[src/rtl/dmap_pkg.sv]
// Shared definitions for the byte-to-longword DMA burst packer.
// Assumes: a 32-bit bus word made of four byte lanes.
package dmap_pkg;
    localparam int LANES     = 4;
    localparam int WORD_BITS = 8 * LANES;

    typedef enum logic [0:0] {
        BM_IDLE = 1'b0,
        BM_XFER = 1'b1
    } bm_state_e;
endpackage

[src/rtl/dmap_word_fifo.sv]
// Word FIFO between the byte packer and the bus master.
// Head data is shown combinationally. The writer must not push when full
// and the reader must not pop when empty. Any depth of 2 or more works.
module dmap_word_fifo #(
    parameter int WIDTH = 32,
    parameter int DEPTH = 8,
    localparam int PW   = (DEPTH > 1) ? $clog2(DEPTH) : 1,
    localparam int CNTW = $clog2(DEPTH + 1)
) (
    input  logic             clk,
    input  logic             rst_n,
    input  logic             push,
    input  logic [WIDTH-1:0] push_data,
    input  logic             pop,
    output logic [WIDTH-1:0] head,
    output logic [CNTW-1:0]  count,
    output logic             full,
    output logic             empty
);
    logic [WIDTH-1:0] mem [DEPTH];
    logic [PW-1:0]    wr_ptr;
    logic [PW-1:0]    rd_ptr;
    logic [PW-1:0]    wr_next;
    logic [PW-1:0]    rd_next;

    // Pointer wrap: free-running when the depth is a power of two, compared otherwise.
    generate
        if ((1 << PW) == DEPTH) begin : g_pow2
            assign wr_next = wr_ptr + PW'(1);
            assign rd_next = rd_ptr + PW'(1);
        end else begin : g_cmp
            assign wr_next = (wr_ptr == PW'(DEPTH - 1)) ? '0 : wr_ptr + PW'(1);
            assign rd_next = (rd_ptr == PW'(DEPTH - 1)) ? '0 : rd_ptr + PW'(1);
        end
    endgenerate

    assign full  = (count == CNTW'(DEPTH));
    assign empty = (count == '0);
    assign head  = mem[rd_ptr];

    // Storage write; the contents need no reset.
    always_ff @(posedge clk) begin
        if (push) mem[wr_ptr] <= push_data;
    end

    // Pointer and occupancy bookkeeping.
    always_ff @(posedge clk) begin
        if (!rst_n) begin
            wr_ptr <= '0;
            rd_ptr <= '0;
            count  <= '0;
        end else begin
            if (push) wr_ptr <= wr_next;
            if (pop)  rd_ptr <= rd_next;
            case ({push, pop})
                2'b10:   count <= count + CNTW'(1);
                2'b01:   count <= count - CNTW'(1);
                default: count <= count;
            endcase
        end
    end

    a_r7_no_overflow: assert property (@(posedge clk) disable iff (!rst_n)
        push |-> !full);

    a_r2_no_underflow: assert property (@(posedge clk) disable iff (!rst_n)
        pop |-> !empty);
endmodule

[src/rtl/dmap_byte_packer.sv]
// Byte packer: takes bytes from the producer and writes out 32-bit words,
// filling lane 0 first. The last word of a job goes out partly filled,
// with zeros in its unused lanes. Assumes load arrives only between jobs.
module dmap_byte_packer #(
    parameter int CW = 16
) (
    input  logic          clk,
    input  logic          rst_n,
    input  logic          load,
    input  logic [CW-1:0] load_count,
    input  logic          in_valid,
    input  logic [7:0]    in_data,
    output logic          in_ready,
    input  logic          fifo_full,
    output logic          push,
    output logic [31:0]   push_word,
    output logic          all_in
);
    logic [CW-1:0] bytes_left;
    logic [1:0]    lane;
    logic [31:0]   acc;
    logic          accept;

    // Handshake and word assembly.
    always_comb begin
        in_ready  = (bytes_left != '0) && !fifo_full;
        accept    = in_valid && in_ready;
        push_word = acc | ({24'd0, in_data} << {lane, 3'b000});
        push      = accept && ((lane == 2'd3) || (bytes_left == CW'(1)));
        all_in    = (bytes_left == '0);
    end

    // Byte counter, lane pointer and partial-word accumulator.
    always_ff @(posedge clk) begin
        if (!rst_n) begin
            bytes_left <= '0;
            lane       <= '0;
            acc        <= '0;
        end else if (load) begin
            bytes_left <= load_count;
            lane       <= '0;
            acc        <= '0;
        end else if (accept) begin
            bytes_left <= bytes_left - CW'(1);
            if (push) begin
                lane <= '0;
                acc  <= '0;
            end else begin
                lane <= lane + 2'd1;
                acc  <= push_word;
            end
        end
    end
endmodule

[src/rtl/dmap_bus_master.sv]
// Bus write master. It launches a burst when the FIFO holds BURST_LEN words,
// and single writes for the remainder once every byte is in. It holds each
// beat for its latency, counted in acknowledged clocks.
// Assumes load arrives only while idle with an empty FIFO.
module dmap_bus_master
    import dmap_pkg::*;
#(
    parameter int AW        = 32,
    parameter int CW        = 16,
    parameter int CNTW      = 4,
    parameter int BURST_LEN = 4,
    parameter int LAT_OFF   = 4,
    parameter int LAT_ON    = 5,
    localparam int LATW     = $clog2(LAT_ON + 1),
    localparam int BEATW    = (BURST_LEN > 1) ? $clog2(BURST_LEN) : 1
) (
    input  logic                 clk,
    input  logic                 rst_n,
    input  logic                 load,
    input  logic [AW-1:0]        load_addr,
    input  logic [CW-1:0]        load_count,
    input  logic                 parity_en,
    input  logic [CNTW-1:0]      fifo_count,
    input  logic [WORD_BITS-1:0] fifo_head,
    input  logic                 all_in,
    output logic                 pop,
    output logic                 writes_zero,
    output logic                 bus_req,
    output logic [AW-1:0]        bus_addr,
    output logic [WORD_BITS-1:0] bus_data,
    output logic                 bus_burst,
    input  logic                 bus_ack
);
    localparam logic [LATW-1:0] FIRST_OFF = LATW'(LAT_OFF - 1);
    localparam logic [LATW-1:0] FIRST_ON  = LATW'(LAT_ON - 1);

    bm_state_e      state;
    logic [LATW-1:0]  wait_cnt;
    logic [BEATW-1:0] beat_idx;
    logic [CW-1:0]    writes_left;
    logic [CW:0]      rounded;
    logic             launch_burst;
    logic             launch_single;
    logic             beat_done;
    logic             last_beat;

    // Launch decisions and beat completion.
    always_comb begin
        rounded       = {1'b0, load_count} + (CW + 1)'(3);
        launch_burst  = (state == BM_IDLE) && (fifo_count >= CNTW'(BURST_LEN));
        launch_single = (state == BM_IDLE) && !launch_burst && all_in && (fifo_count != '0);
        beat_done     = (state == BM_XFER) && bus_ack && (wait_cnt == '0);
        last_beat     = !bus_burst || (beat_idx == BEATW'(BURST_LEN - 1));
        pop           = beat_done;
        writes_zero   = (writes_left == '0);
        bus_data      = fifo_head;
    end

    // Transfer sequencing, address stepping and write counting.
    always_ff @(posedge clk) begin
        if (!rst_n) begin
            state       <= BM_IDLE;
            bus_req     <= 1'b0;
            bus_burst   <= 1'b0;
            bus_addr    <= '0;
            wait_cnt    <= '0;
            beat_idx    <= '0;
            writes_left <= '0;
        end else if (load) begin
            bus_addr    <= {load_addr[AW-1:4], 4'b0000};
            writes_left <= CW'(rounded >> 2);
        end else begin
            case (state)
                BM_IDLE: begin
                    if (launch_burst || launch_single) begin
                        state     <= BM_XFER;
                        bus_req   <= 1'b1;
                        bus_burst <= launch_burst;
                        beat_idx  <= '0;
                        wait_cnt  <= parity_en ? FIRST_ON : FIRST_OFF;
                    end
                end
                BM_XFER: begin
                    if (bus_ack) begin
                        if (wait_cnt == '0) begin
                            bus_addr    <= bus_addr + AW'(4);
                            writes_left <= writes_left - CW'(1);
                            if (last_beat) begin
                                state     <= BM_IDLE;
                                bus_req   <= 1'b0;
                                bus_burst <= 1'b0;
                            end else begin
                                beat_idx <= beat_idx + BEATW'(1);
                            end
                        end else begin
                            wait_cnt <= wait_cnt - LATW'(1);
                        end
                    end
                end
                default: state <= BM_IDLE;
            endcase
        end
    end

    a_r4_burst_aligned: assert property (@(posedge clk) disable iff (!rst_n)
        ($rose(bus_req) && bus_burst) |-> (bus_addr[3:0] == 4'h0));

    a_r5_burst_has_words: assert property (@(posedge clk) disable iff (!rst_n)
        ($rose(bus_req) && bus_burst) |-> (fifo_count >= CNTW'(BURST_LEN)));

    a_r2_addr_step: assert property (@(posedge clk) disable iff (!rst_n)
        (beat_done && !last_beat) |=> (bus_req && bus_addr == $past(bus_addr) + AW'(4)));

    a_r3_stall_hold: assert property (@(posedge clk) disable iff (!rst_n)
        (bus_req && !bus_ack) |=> (bus_req && $stable(bus_addr) && $stable(bus_burst)));
endmodule

[src/rtl/dma_burst_packer.sv]
// Top of the byte-to-longword DMA burst packer. It accepts a job while idle,
// then routes the byte packer into the word FIFO and the FIFO into the bus
// master. It pulses done when the last write has been taken.
// Assumes the bus slave holds bus_ack low to insert wait states.
module dma_burst_packer #(
    parameter int AW        = 32,
    parameter int CW        = 16,
    parameter int DEPTH     = 8,
    parameter int BURST_LEN = 4,
    parameter int LAT_OFF   = 4,
    parameter int LAT_ON    = 5,
    localparam int CNTW     = $clog2(DEPTH + 1)
) (
    input  logic          clk,
    input  logic          rst_n,
    input  logic          start,
    input  logic [AW-1:0] start_addr,
    input  logic [CW-1:0] byte_count,
    input  logic          parity_en,
    input  logic          in_valid,
    input  logic [7:0]    in_data,
    output logic          in_ready,
    output logic          bus_req,
    input  logic          bus_ack,
    output logic [AW-1:0] bus_addr,
    output logic [31:0]   bus_data,
    output logic          bus_burst,
    output logic          done
);
    logic            active;
    logic            load;
    logic            push;
    logic [31:0]     push_word;
    logic            pop;
    logic [31:0]     head;
    logic [CNTW-1:0] fifo_count;
    logic            fifo_full;
    logic            fifo_empty;
    logic            all_in;
    logic            writes_zero;

    assign load = start && !active;

    // Job lifetime and completion pulse.
    always_ff @(posedge clk) begin
        if (!rst_n) begin
            active <= 1'b0;
            done   <= 1'b0;
        end else begin
            done <= 1'b0;
            if (load) begin
                active <= 1'b1;
            end else if (active && writes_zero) begin
                active <= 1'b0;
                done   <= 1'b1;
            end
        end
    end

    dmap_byte_packer #(.CW(CW)) u_packer (
        .clk        (clk),
        .rst_n      (rst_n),
        .load       (load),
        .load_count (byte_count),
        .in_valid   (in_valid),
        .in_data    (in_data),
        .in_ready   (in_ready),
        .fifo_full  (fifo_full),
        .push       (push),
        .push_word  (push_word),
        .all_in     (all_in)
    );

    dmap_word_fifo #(.WIDTH(32), .DEPTH(DEPTH)) u_fifo (
        .clk       (clk),
        .rst_n     (rst_n),
        .push      (push),
        .push_data (push_word),
        .pop       (pop),
        .head      (head),
        .count     (fifo_count),
        .full      (fifo_full),
        .empty     (fifo_empty)
    );

    dmap_bus_master #(
        .AW(AW), .CW(CW), .CNTW(CNTW), .BURST_LEN(BURST_LEN),
        .LAT_OFF(LAT_OFF), .LAT_ON(LAT_ON)
    ) u_master (
        .clk         (clk),
        .rst_n       (rst_n),
        .load        (load),
        .load_addr   (start_addr),
        .load_count  (byte_count),
        .parity_en   (parity_en),
        .fifo_count  (fifo_count),
        .fifo_head   (head),
        .all_in      (all_in),
        .pop         (pop),
        .writes_zero (writes_zero),
        .bus_req     (bus_req),
        .bus_addr    (bus_addr),
        .bus_data    (bus_data),
        .bus_burst   (bus_burst),
        .bus_ack     (bus_ack)
    );

    a_r8_done_pulse: assert property (@(posedge clk) disable iff (!rst_n)
        done |=> !done);

    a_r7_ready_not_full: assert property (@(posedge clk) disable iff (!rst_n)
        in_ready |-> !fifo_full);

    a_r12_idle_not_ready: assert property (@(posedge clk) disable iff (!rst_n)
        !active |-> !in_ready);

    a_r9_idle_no_req: assert property (@(posedge clk) disable iff (!rst_n)
        (!active && !fifo_empty) |-> 1'b0);
endmodule

[config.mk]
export PLATFORM = sky130hd
export DESIGN_NAME = dma_burst_packer
export DESIGN_NICKNAME = d
export VERILOG_FILES = /design/src/rtl/dmap_pkg.sv /design/src/rtl/dmap_word_fifo.sv /design/src/rtl/dmap_byte_packer.sv /design/src/rtl/dmap_bus_master.sv /design/src/rtl/dma_burst_packer.sv
export SDC_FILE = /design/constraint.sdc
export NUM_CORES = 1
export LEC_CHECK = 0
export CORE_ASPECT_RATIO = 1.2
export CORE_MARGIN = 5
export CORE_UTILIZATION = 45
export DETAILED_ROUTE_END_ITERATION = 16
export PLACE_DENSITY_LB_ADDON = 0.15
export SLEW_MARGIN = 20
export SYNTH_ARGS = -nofsm -noshare
export SYNTH_HDL_FRONTEND = slang
export SYNTH_SLANG_ARGS = --single-unit
export TNS_END_PERCENT = 20
[constraint.sdc]
create_clock -name clk -period 10.8 [get_ports clk]
set_input_delay 2.16 -clock clk [delete_from_list [all_inputs] [get_ports clk]]
set_output_delay 2.16 -clock clk [all_outputs]
set_load 0.01 [all_outputs]
=== After elaboration in Yosys (flattened, before gate mapping) ===
Memories as Yosys holds them, arrays and structs flattened. A register that Yosys moved wholly into a read port is not among the register bits.
Cells that the tools add are included.

* Shifts and indexed selects: 1
* $lt $le $gt $ge: 1
* Reductions and logical operators: 35
* Equality and inequality tests: 12
* Bitwise gates (word level): 4
* Muxes and demuxes: 42
* Add/subtract/negate cells: 11

{| class="wikitable"
|+ Operators by type and width
! kind !! number
|-
| $mux 32 || 5
|-
| $mux 15 || 4
|-
| $add 32x3->32 const B || 1
|-
| $logic_not 16->1 || 2
|-
| $mux 16 || 2
|-
| $or 32x32->32 || 1
|-
| $shl 8x5->32 || 1
|-
| $sub 16x1->16 const B || 2
|-
| $mux 3 || 6
|-
| $add 16x2->17 const B || 1
|-
| $eq 16x1->1 const B || 1
|-
| $reduce_bool 16->1 || 1
|-
| $mux 1 || 14
|-
| $ne 2x2->1 const B || 6
|-
| $reduce_bool 2->1 || 6
|-
| $logic_and 1x1->1 || 11
|-
| $mux 2 || 5
|-
| $reduce_and 5->1 || 2
|-
| $pmux 4 s2 || 1
|-
| $add 3x1->3 const B || 2
|-
| $eq 2x2->1 const B || 3
|-
| $pmux 1 s2 || 3
|-
| $pmux 3 s2 || 1
|-
| $reduce_and 3->1 || 2
|-
| 15 further kinds || 23
|}

* Output and inout port bits: 68
* Register bits after elaboration: 118
* Input port bits: 62
* RAM bits: 256
* Logic and storage cells: 124
* Memories kept: 1

{| class="wikitable"
|+ Memory list
! memory !! depth !! bits a word !! read ports !! clocked after Yosys merged registers in !! write ports !! line !! source
|-
| u_fifo.mem || 8 || 32 || 1 || 1 || 1 || dmap_word_fifo.sv:20 || <nowiki>logic [WIDTH-1:0] mem [DEPTH];</nowiki>
|}

=== Logic depth before layout (Yosys ltp) ===
Gate-level depths: netlist (run 1).

* Depth after elaboration: 9
* Gate-level depth with buffers: 14

=== Cells and area by module ===
From an unflattened synthesis (run 1), not the netlist that was laid out.

* Cell total of the unflattened synthesis: 1175
* Area, all modules: 16514.6 µm²

{| class="wikitable"
|+ Modules (own cells, without submodules)
! module !! area an instance (µm²) !! times used !! cells each !! sequential area each (µm²)
|-
| dmap_word_fifo || 10406.2 || 1 || 440 || 7947.6
|-
| dmap_bus_master || 3370.7 || 1 || 427 || 1081.0
|-
| dmap_byte_packer || 2671.3 || 1 || 302 || 1001.0
|-
| dma_burst_packer || 66.3 || 1 || 6 || 40.0
|}

=== Least setup slack after synthesis (run 1) ===
OpenSTA, ideal clock, no wires.

* Path type: in2reg
* Start point: in in_valid
* End point: mem u_fifo.mem[4][0], enable pin
* Path buffers: 0
* Stages on the path: 5
* Data arrival time: 6.123 ns
* Slack: 4.164 ns
* Cell sequence: nand2_2 a21o_4 nor2_4 inv_2 nor4b_1

* Cells in the longest elaborated chain, start to end: 4

{| class="wikitable"
|+ Ends and longest elaborated chain
! item !! line !! source
|-
| start: declaration || dma_burst_packer.sv:20 || <nowiki>input logic in_valid,</nowiki>
|-
| $logic_and 1x1->1 || dmap_byte_packer.sv:27 || <nowiki>accept = in_valid && in_ready;</nowiki>
|-
| $logic_and 1x1->1 || dmap_byte_packer.sv:29 || <nowiki>push = accept && ((lane == 2'd3) || (bytes_left == CW'(1)));</nowiki>
|-
| $mux 1 || dmap_word_fifo.sv:43 || <nowiki>if (push) mem[wr_ptr] <= push_data;</nowiki>
|-
| $mux 1 (not written as such) || dmap_word_fifo.sv:43 ||
|-
| end: declaration || dmap_word_fifo.sv:20 ||
|}

No other way between the ends.

==> run metrics, run 1 <==
total number of yosys warnings 0; maximum ir drop on the vdd rail 0.123 mV; combinational family with the most area after synthesis multiplexers; antenna violations before repair 1; GPL Wtd Cong 0.744; category of cells accounting for the largest share of critical-path delay buffers and inverters; register area 10100 sq um; relative slew slack 0.267; number of CTS-inserted buffers 38; CP Buf/Inv Count 2; number of different library cells in the post-synthesis netlist 67; largest driver fanout on the critical path 42; final net count 1304; effective utilization at floorplan 0.453; run status completed; standard-cell row count 75; Setup Viol. Count Final 0; sequential power share 0.524; end of the worst register-to-register path u_fifo.mem[6][14]; Hold Path Stages 2; clock tree skew after final layout 0.0203 ns; origin of the worst min-delay path u_master.wait_cnt[1]; Slowest Stage Delay on Critical Path 0.76 ns; sw frac 0.222; via count of the first global-routing pass 10003; clock-pin slew on the worst setup and hold paths 0.06 ns; Die Wd 181 um; cell total after placement 1651; setup repair after global routing missed its margin no; Synth Area in Compound Gates 0.0841; Post-Syn Instances 1117; TritonRoute pass-1 iters 5; Post-CTS Setup Repair Bufs 0; critical path class flip-flop to output port; syn avg cell area 14.1 sq um; post-synthesis cell type with the largest combined area sky130_fd_sc_hd__edfxtp_1; final critical path time including I/O delays and setup 5.55 ns; Vias 9526; CTS tree built; switching component of the power 0.672 mW; count of nets left with antenna violations after detail routing 0; nature of the critical path endpoint output port; summed instance area of the synthesized netlist 15700 sq um; # resized after CTS 0; most used flip-flop cell after synthesis sky130_fd_sc_hd__edfxtp_1; H-tree level count 2; Logic pwr share 0.064; launching element type of the critical path flip-flop; overall die area 38800 sq um; Worst Max-Slew Pin Slew 1.10 ns; I/O pin total 130; fraction of synthesized cell area taken by the top area cell type 0.489; proportion of synthesized area in mux cells 0.116; launch instance of the worst register-to-register path u_packer.bytes_left[10]; number of DRC markers after the initial detailed-route iteration 610; final count of hold timing violations 0; cell type of the slowest stage on the worst timing path sky130_fd_sc_hd__buf_4; most common cell after layout, fill and taps aside sky130_fd_sc_hd__edfxtp_1; commonest non-fill, non-tap cells in the layout sky130_fd_sc_hd__edfxtp_1, sky130_fd_sc_hd__clkdlybuf4s50_1, sky130_fd_sc_hd__dfxtp_1, sky130_fd_sc_hd__nor2_1, sky130_fd_sc_hd__a21oi_1; Root Buffer Master sky130_fd_sc_hd__clkbuf_16; die outline height 215 um; Power per Cell Area 162 nW/um^2; quantity of I/O buffers inserted on ports 123; highest attainable clock frequency 180 MHz; depth of the most critical reg-to-reg path 6; Synth Area in Simple Gates 0.0865; total count of max-transition violations in the final report 0; routed length per instance 20.3 um; static leakage 5.89 nW; flip-flop and latch count after synthesis 375; Required @ worst endpoint 8.64 ns; clock power share 0.412; Post-synth ARST share 0; Total Routed Length 34900 um; number of sinks on the clock net 375; area of all placed cells without fillers 18600 sq um; XOR/XNOR Fraction of Synth Area 0.0395; ranking of synthesized cells by area sky130_fd_sc_hd__edfxtp_1, sky130_fd_sc_hd__dfxtp_1, sky130_fd_sc_hd__mux4_2; share of synthesized cell area in full adder, half adder and majority cells 0.0103; sequential-to-total area share from yosys stat 0.640; count of unresolved DRC violations after routing 0; total of max-cap violations 0; cell-internal power 2.35 mW; Post-synth EDFFs 256; total chip power 3.03 mW; worst hold path type flip-flop to flip-flop; Diodes inserted 0; Via-to-Cell Ratio 5.54; number of hold buffers added after CTS 0; setup TNS 0 ns; total of fill cells in the finished design 2974; standard cell core area 34700 sq um; R2R Setup Slk 6.92 ns; CTS Buffer Depth 3; share of post-route cells with drive strength above 1 0.158; half-perimeter wire length after detailed placement 21000 um; post-route non-filler standard cell count 1721; aggregate global-route resource usage 0.181; total congestion overflow after global routing 0; pin count of the biggest net entering global routing 65; Layout area overhead 18.5%; wire length of the first global-routing pass 55900 um; chain of cells forming the critical path buf_4, mux4_2, mux2_2, clkdlybuf4s50_1; area of the multi-input gates 5380 sq um; end point of the most critical hold path u_master.wait_cnt[1]; Critical Path AT 3.39 ns; post-route clock period utilization 0.514; area post-placement 17500 sq um; clock latency at the later pin of the worst-skew pair 0.54 ns
==> worst min-delay path, delay by kind of cell, from the launching register on <==
family | cells | cell delay, ns
AO/OA/AOI/OAI | 1 | 0.05
flip-flops | 1 | 0.31
AND/OR/NAND/NOR | 1 | 0.05
==> cells by family (layout without fill, tap and decap cells) <==
logic type	after synthesis	count (layout)
compound gates	211	211
xor+xnor	71	71
fa+ha+maj	13	13
buf+inv	87	228
flops	375	375
mux	99	99
other cells	1	2
simple gates	260	260
==> how the worst max path moves through the flow <==
stage | from | end | slack [ns] | depth (start not counted)
floorplan | in_valid | u_fifo.mem[4][0] | 4.16 | 5
global placement | in_valid | u_fifo.mem[6][9] | 5.22 | 6
detailed placement | in_valid | u_fifo.mem[6][9] | 5.16 | 6
CTS | flip-flop | bus_data[0] | 5.09 | 4
global route | flip-flop | bus_data[0] | 4.97 | 4
finish | flip-flop | bus_data[0] | 5.25 | 4
==> power groups by stage <==
stage	clock (mW)	sequential, mW	combinational [mW]
2_1_floorplan	0	1.61	0.114
3_3_place_gp	0	1.61	0.193
5_1_grt	1.34	1.59	0.216
6_report	1.25	1.59	0.194
4_1_cts	1.28	1.59	0.197
3_5_place_dp	0	1.62	0.196
==> stage by stage <==
step | setup WS, ns | util | hold slack [ns]
floorplan | 4.16 | - | 0.432
global placement | 5.22 | 0.503 | 0.444
detailed placement | 5.16 | 0.503 | 0.447
CTS | 5.09 | 0.537 | 0.454
global route | 4.97 | 0.537 | 0.486
finish | 5.25 | 0.537 | 0.453
==> state kept, by name (all words and copies together), names as in the netlist, 3 cells and up, named ones only <==
signal	cells
u_master.writes_left	16
u_master.wait_cnt	3
u_master.bus_addr	30
u_packer.acc	32
u_fifo.wr_ptr	3
u_fifo.count	4
u_fifo.rd_ptr	3
u_packer.bytes_left	16
u_fifo.mem	256
==> layer usage <==
metal	GRT usage	share of wire	routed length, um	up-vias
met5	0	0.00020	7	-
met4	0.0469	0.020	715	2
met3	0.0374	0.052	1810	49
met2	0.317	0.52	18000	220
met1	0.229	0.41	14400	4744
li1	-	-	-	4511
==> area by class of cell <==
class,count,area share
clock inverters,16,0.00731
repair buffers,140,0.0729
inverters,18,0.00362
multi-input cells,656,0.288
flip-flops and latches,375,0.540
clock buffers,54,0.0564
well taps,462,0.0310
==> Yosys cell counts, types with 3 or more instances <==
library cell / number
sky130_fd_sc_hd__inv_1: 17
sky130_fd_sc_hd__or3_1: 9
sky130_fd_sc_hd__edfxtp_1: 256
sky130_fd_sc_hd__nor3b_1: 4
sky130_fd_sc_hd__nor4b_1: 4
sky130_fd_sc_hd__nor3_1: 17
sky130_fd_sc_hd__xnor2_1: 34
sky130_fd_sc_hd__o22ai_1: 6
sky130_fd_sc_hd__o31ai_1: 4
sky130_fd_sc_hd__mux4_2: 64
sky130_fd_sc_hd__clkbuf_1: 38
sky130_fd_sc_hd__nor2_1: 80
sky130_fd_sc_hd__and4_1: 4
sky130_fd_sc_hd__buf_1: 13
sky130_fd_sc_hd__mux2i_1: 3
sky130_fd_sc_hd__a21o_1: 32
sky130_fd_sc_hd__a31oi_1: 7
sky130_fd_sc_hd__buf_4: 3
sky130_fd_sc_hd__nor2b_1: 6
sky130_fd_sc_hd__nor4_1: 16
sky130_fd_sc_hd__a21oi_1: 76
sky130_fd_sc_hd__nand3_1: 22
sky130_fd_sc_hd__dfxtp_1: 119
sky130_fd_sc_hd__nand3b_1: 3
sky130_fd_sc_hd__mux2_2: 32
sky130_fd_sc_hd__ha_1: 13
sky130_fd_sc_hd__and2_1: 5
sky130_fd_sc_hd__nand4_1: 19
sky130_fd_sc_hd__and3_1: 9
sky130_fd_sc_hd__xor2_1: 37
sky130_fd_sc_hd__nand2_1: 37
sky130_fd_sc_hd__nand2b_1: 7
sky130_fd_sc_hd__a211oi_1: 17
sky130_fd_sc_hd__o21ai_0: 46
sky130_fd_sc_hd__or4_1: 7
sky130_fd_sc_hd__buf_2: 15
Note: power is estimated with default switching activity, not from simulation.
==> run 2: changes to the inputs <==
Clock period 10.8 ns to 4.4 ns, I/O delays scaled along.
==> run 2 against run 1 <==
Net effect:
- first-iteration DRC count is 7.5% higher
- non-clock buffer count rose by 8
- final area increased by 0.99%
- worst setup slack worse by 4.6 ns
- global-route usage down 0.43 points
- cell count up 0.52%
- clock skew about the same
- sequential share of layout area down 0.53 points
- core utilization rose by 0.53 points
- critical path type unchanged
- largest power group unchanged
- highest routed layer is now met4
==> run metrics, run 2 (synthesis gave the netlist of run 1 again) <==
final count of hold timing violations 0; Diodes inserted 0; registers with the most flip-flops u_fifo.mem x256, u_packer.acc x32, u_master.bus_addr x30; worst-case hold slack 0.471 ns; standard-cell row count 75; number of hold buffers added after CTS 0; run status completed; depth of the most critical reg-to-reg path 13; area of all placed cells without fillers 18800 sq um; origin of the worst min-delay path u_packer.acc[15]; routed length per instance 19.9 um; end point of the most critical hold path u_packer.acc[15]; pin count of the biggest net entering global routing 54; clock tree skew after final layout 0.0203 ns; Root Buffer Master sky130_fd_sc_hd__clkbuf_16; launch instance of the worst register-to-register path u_packer.bytes_left[10]; Total Routed Length 34500 um; total count of max-transition violations in the final report 0; nature of the critical path endpoint output port; Worst Max-Slew Pin Slew 0.977 ns; number of CTS-inserted buffers 39; count of unresolved DRC violations after routing 0; half-perimeter wire length after detailed placement 21200 um; via count of the first global-routing pass 9755; Post-CTS Setup Repair Bufs 0; total of max-cap violations 0; total of fill cells in the finished design 2902; launching element type of the critical path flip-flop; relative slew slack 0.345; standard cell core area 34700 sq um; static leakage 5.98 nW; die outline height 215 um; number of DRC markers after the initial detailed-route iteration 656; clock-pin slew on the worst setup and hold paths 0.06 ns; Vias 9459; commonest non-fill, non-tap cells in the layout sky130_fd_sc_hd__edfxtp_1, sky130_fd_sc_hd__clkdlybuf4s50_1, sky130_fd_sc_hd__dfxtp_1, sky130_fd_sc_hd__nor2_1, sky130_fd_sc_hd__a21oi_1; most common cell after layout, fill and taps aside sky130_fd_sc_hd__edfxtp_1; GPL Wtd Cong 0.745; clock latency at the later pin of the worst-skew pair 0.54 ns; H-tree level count 2; Hold Path Stages 2; CTS Buffer Depth 3; worst hold path type flip-flop to flip-flop; total chip power 7.64 mW; Required @ worst endpoint 3.52 ns; number of sinks on the clock net 375; antenna violations before repair 0; Largest register FFs 256; overall die area 38800 sq um; Die Wd 181 um; critical path class flip-flop to output port; Setup Viol. Count Final 0; Slowest Stage Delay on Critical Path 0.72 ns; setup TNS 0 ns; end of the worst register-to-register path u_fifo.count[2]; effective utilization at floorplan 0.453; CTS tree built; area post-placement 17500 sq um; register with the highest flop count u_fifo.mem; chain of cells forming the critical path buf_4, mux4_2, mux2_2, clkdlybuf4s50_1; Via-to-Cell Ratio 5.47; cell type of the slowest stage on the worst timing path sky130_fd_sc_hd__dfxtp_2; setup repair after global routing missed its margin no; count of nets left with antenna violations after detail routing 0; final net count 1313; TritonRoute pass-1 iters 5; aggregate global-route resource usage 0.176; highest attainable clock frequency 270 MHz; share of post-route cells with drive strength above 1 0.166; post-route clock period utilization 0.843; wire length of the first global-routing pass 54600 um; Critical Path AT 2.83 ns; Layout area overhead 19.7%; largest driver fanout on the critical path 24; # resized after CTS 0; maximum ir drop on the vdd rail 0.268 mV; total congestion overflow after global routing 0; I/O pin total 130; R2R Setup Slk 1.02 ns; quantity of I/O buffers inserted on ports 123; final critical path time including I/O delays and setup 3.71 ns; Power per Cell Area 406 nW/um^2
==> run 2: cell count changes in the layout (fill, tap and decap cells not counted), moves of 2 or more <==
cell and delta:
sky130_fd_sc_hd__buf_12 +2, sky130_fd_sc_hd__buf_4 +6, sky130_fd_sc_hd__bufinv_16 +2, sky130_fd_sc_hd__clkbuf_1 -2, sky130_fd_sc_hd__clkbuf_8 +2, sky130_fd_sc_hd__clkinvlp_4 +2, sky130_fd_sc_hd__inv_6 -3
==> run 2: through the flow <==
stage / setup WS (ns) / std cells / util
6_report: 0.690 / 1730 / 0.542
5_1_grt: 0.534 / 1730 / 0.542
4_1_cts: 0.610 / 1730 / 0.542
3_5_place_dp: 0.836 / 1659 / 0.505
3_3_place_gp: 0.818 / 1659 / 0.505
2_1_floorplan: -0.928 / 1118 / -
==> run 2: cell type report <==
class | instances | area (sq um) | share of cell area
well taps | 462 | 578 | 0.0307
repair buffers | 148 | 1440 | 0.0767
flip-flops and latches | 375 | 10100 | 0.535
clock buffers | 55 | 1100 | 0.0582
multi-input cells | 656 | 5380 | 0.286
clock inverters | 16 | 189 | 0.0100
inverters | 18 | 67.6 | 0.00359
==> run 2: report_power, final <==
group / internal, mW / leakage [nW] / switching (mW) / total, mW
clock network: 1.93 / 0.614 / 1.35 / 3.27
logic: 0.209 / 2.29 / 0.267 / 0.475
registers: 3.83 / 3.07 / 0.0641 / 3.89
==> run 2: how the worst max path moves through the flow <==
stage                                start                to
CTS                              flip-flop       bus_data[4]
finish                           flip-flop       bus_data[4]
detailed placement                in_valid   u_fifo.count[2]
floorplan           u_packer.bytes_left[0]  u_fifo.mem[1][0]
global route        u_packer.bytes_left[1]          in_ready
global placement                  in_valid   u_fifo.count[2]
==> run 2: worst max-delay path, delay by kind of cell (launching register included) <==
kind                   cells  cell delay, ns
buffers and inverters      2            0.92
flip-flops                 1            0.72
multiplexers               2            0.66
==> run 2: per-layer routing <==
| layer | routed length, um | global-route usage | vias to the layer above |
|---|---|---|---|
| met5 | 0 | 0 | - |
| met4 | 557 | 0.0398 | 0 |
| met3 | 1710 | 0.0359 | 42 |
| met2 | 17600 | 0.308 | 214 |
| met1 | 14700 | 0.228 | 4673 |
| li1 | - | - | 4530 |
==> run 3: changes to the inputs <==
Clock period 4.4 ns to 3.21 ns, I/O delays scaled along.
==> run 3 against run 2 <==
Net effect:
- combinational power is 42% higher
- largest power group unchanged
- via count is 1.5% higher
- global-route usage is 0.30 points higher
- non-clock buffer count is 19 higher
- cell count is 1.1% higher
- core utilization is 1.1 points higher
- clock-buffer cell count is 5 lower
- wire length is 1.2% higher
- die area stayed put
- highest routed layer unchanged
- worst setup slack worse by 0.58 ns
- sequential share of layout area is 1.0 points lower
- first-iteration DRC count is 13% lower
- largest cell class unchanged
==> run metrics, run 3 (synthesis gave the netlist of run 1 again) <==
depth of the most critical reg-to-reg path 12; standard cell core area 34700 sq um; most common cell after layout, fill and taps aside sky130_fd_sc_hd__edfxtp_1; Largest register FFs 256; registers with the most flip-flops u_fifo.mem x256, u_packer.acc x32, u_master.bus_addr x30; antenna violations before repair 0; share of post-route cells with drive strength above 1 0.183; H-tree level count 2; commonest non-fill, non-tap cells in the layout sky130_fd_sc_hd__edfxtp_1, sky130_fd_sc_hd__dfxtp_1, sky130_fd_sc_hd__clkdlybuf4s50_1, sky130_fd_sc_hd__nor2_1, sky130_fd_sc_hd__a21oi_1; worst-case hold slack 0.453 ns; R2R Setup Slk 0.45 ns; quantity of I/O buffers inserted on ports 123; number of DRC markers after the initial detailed-route iteration 572; run status completed; die outline height 215 um; relative slew slack 0.512; final core utilization 0.553; total of fill cells in the finished design 2888; total count of max-transition violations in the final report 0; clock tree skew after final layout 0.0129 ns; area post-placement 17800 sq um; standard-cell row count 75; final critical path time including I/O delays and setup 3.10 ns; Power per Cell Area 551 nW/um^2; Root Buffer Master sky130_fd_sc_hd__clkbuf_16; final count of hold timing violations 0; Critical Path AT 2.46 ns; worst hold path type flip-flop to flip-flop; maximum ir drop on the vdd rail 0.315 mV; aggregate global-route resource usage 0.179; TritonRoute pass-1 iters 4; total of max-cap violations 0; Total Routed Length 34900 um; register with the highest flop count u_fifo.mem; launching element type of the critical path flip-flop; Required @ worst endpoint 2.57 ns; end of the worst register-to-register path u_fifo.count[2]; overall die area 38800 sq um; Die Wd 181 um; # resized after CTS 19; routed length per instance 20.0 um; static leakage 6.18 nW; Setup Viol. Count Final 0; number of hold buffers added after CTS 0; effective utilization at floorplan 0.453; setup TNS 0 ns; total congestion overflow after global routing 0; largest driver fanout on the critical path 27; origin of the worst min-delay path u_master.wait_cnt[1]; critical path class flip-flop to output port; final net count 1332; Hold Path Stages 2; launch instance of the worst register-to-register path u_packer.bytes_left[10]; Post-CTS Setup Repair Bufs 0; count of nets left with antenna violations after detail routing 0; Worst Max-Slew Pin Slew 0.731 ns; CTS Buffer Depth 3; count of unresolved DRC violations after routing 0; end point of the most critical hold path u_master.wait_cnt[1]; clock-pin slew on the worst setup and hold paths 0.06 ns; I/O pin total 130; half-perimeter wire length after detailed placement 21000 um; via count of the first global-routing pass 9915; nature of the critical path endpoint output port; wire length of the first global-routing pass 55500 um; Vias 9598; CTS tree built; clock latency at the later pin of the worst-skew pair 0.53 ns; Layout area overhead 22.1%; number of CTS-inserted buffers 39; setup repair after global routing missed its margin no; Diodes inserted 0; post-route clock period utilization 0.965; highest attainable clock frequency 323 MHz; area of all placed cells without fillers 19200 sq um; Via-to-Cell Ratio 5.49; number of sinks on the clock net 375; pin count of the biggest net entering global routing 65; GPL Wtd Cong 0.749
-- run 3: area by class of cell --
cell class | instances | area, sq um | area share
inverter | 18 | 67.6 | 0.00352
timing repair buffer | 167 | 1730 | 0.0902
clock inverter | 21 | 198 | 0.0103
sequential | 375 | 10100 | 0.525
multi-input combinational | 656 | 5430 | 0.283
tap | 462 | 578 | 0.0301
clock buffer | 50 | 1120 | 0.0583
-- run 3: worst max path at each step --
stage               cells past startpoint               end
finish                                  4      bus_data[12]
global placement                       12   u_fifo.count[2]
floorplan                               7  u_fifo.mem[2][0]
CTS                                     4      bus_data[16]
global route                            4      bus_data[14]
detailed placement                     12   u_fifo.count[2]
-- run 3: routing by layer --
layer	track usage	wire (um)	vias up
li1	-	-	4561
met1	0.228	14700	4768
met2	0.317	17800	221
met3	0.0350	1730	48
met4	0.0456	602	0
met5	0	0	-
-- run 3: critical path, stage by stage (launching register included) --
cell,delay [ns]
sky130_fd_sc_hd__dfxtp_4,0.39
sky130_fd_sc_hd__buf_16,0.23
sky130_fd_sc_hd__mux4_2,0.52
sky130_fd_sc_hd__mux2_2,0.27
sky130_fd_sc_hd__clkdlybuf4s50_1,0.49
-- run 3: per-stage QoR --
stage	worst slack [ns]	instances	power (mW)
floorplan	-0.957	1118	5.81
global placement	0.247	1678	6.10
detailed placement	0.233	1678	6.11
CTS	0.00420	1749	10.7
global route	0.00426	1749	11.0
finish	0.112	1749	10.6
-- run 3: power by group --
group / total (mW) / internal (mW) / switching, mW
Combinational: 0.676 / 0.304 / 0.372
Clock: 4.56 / 2.72 / 1.84
Sequential: 5.34 / 5.25 / 0.0910
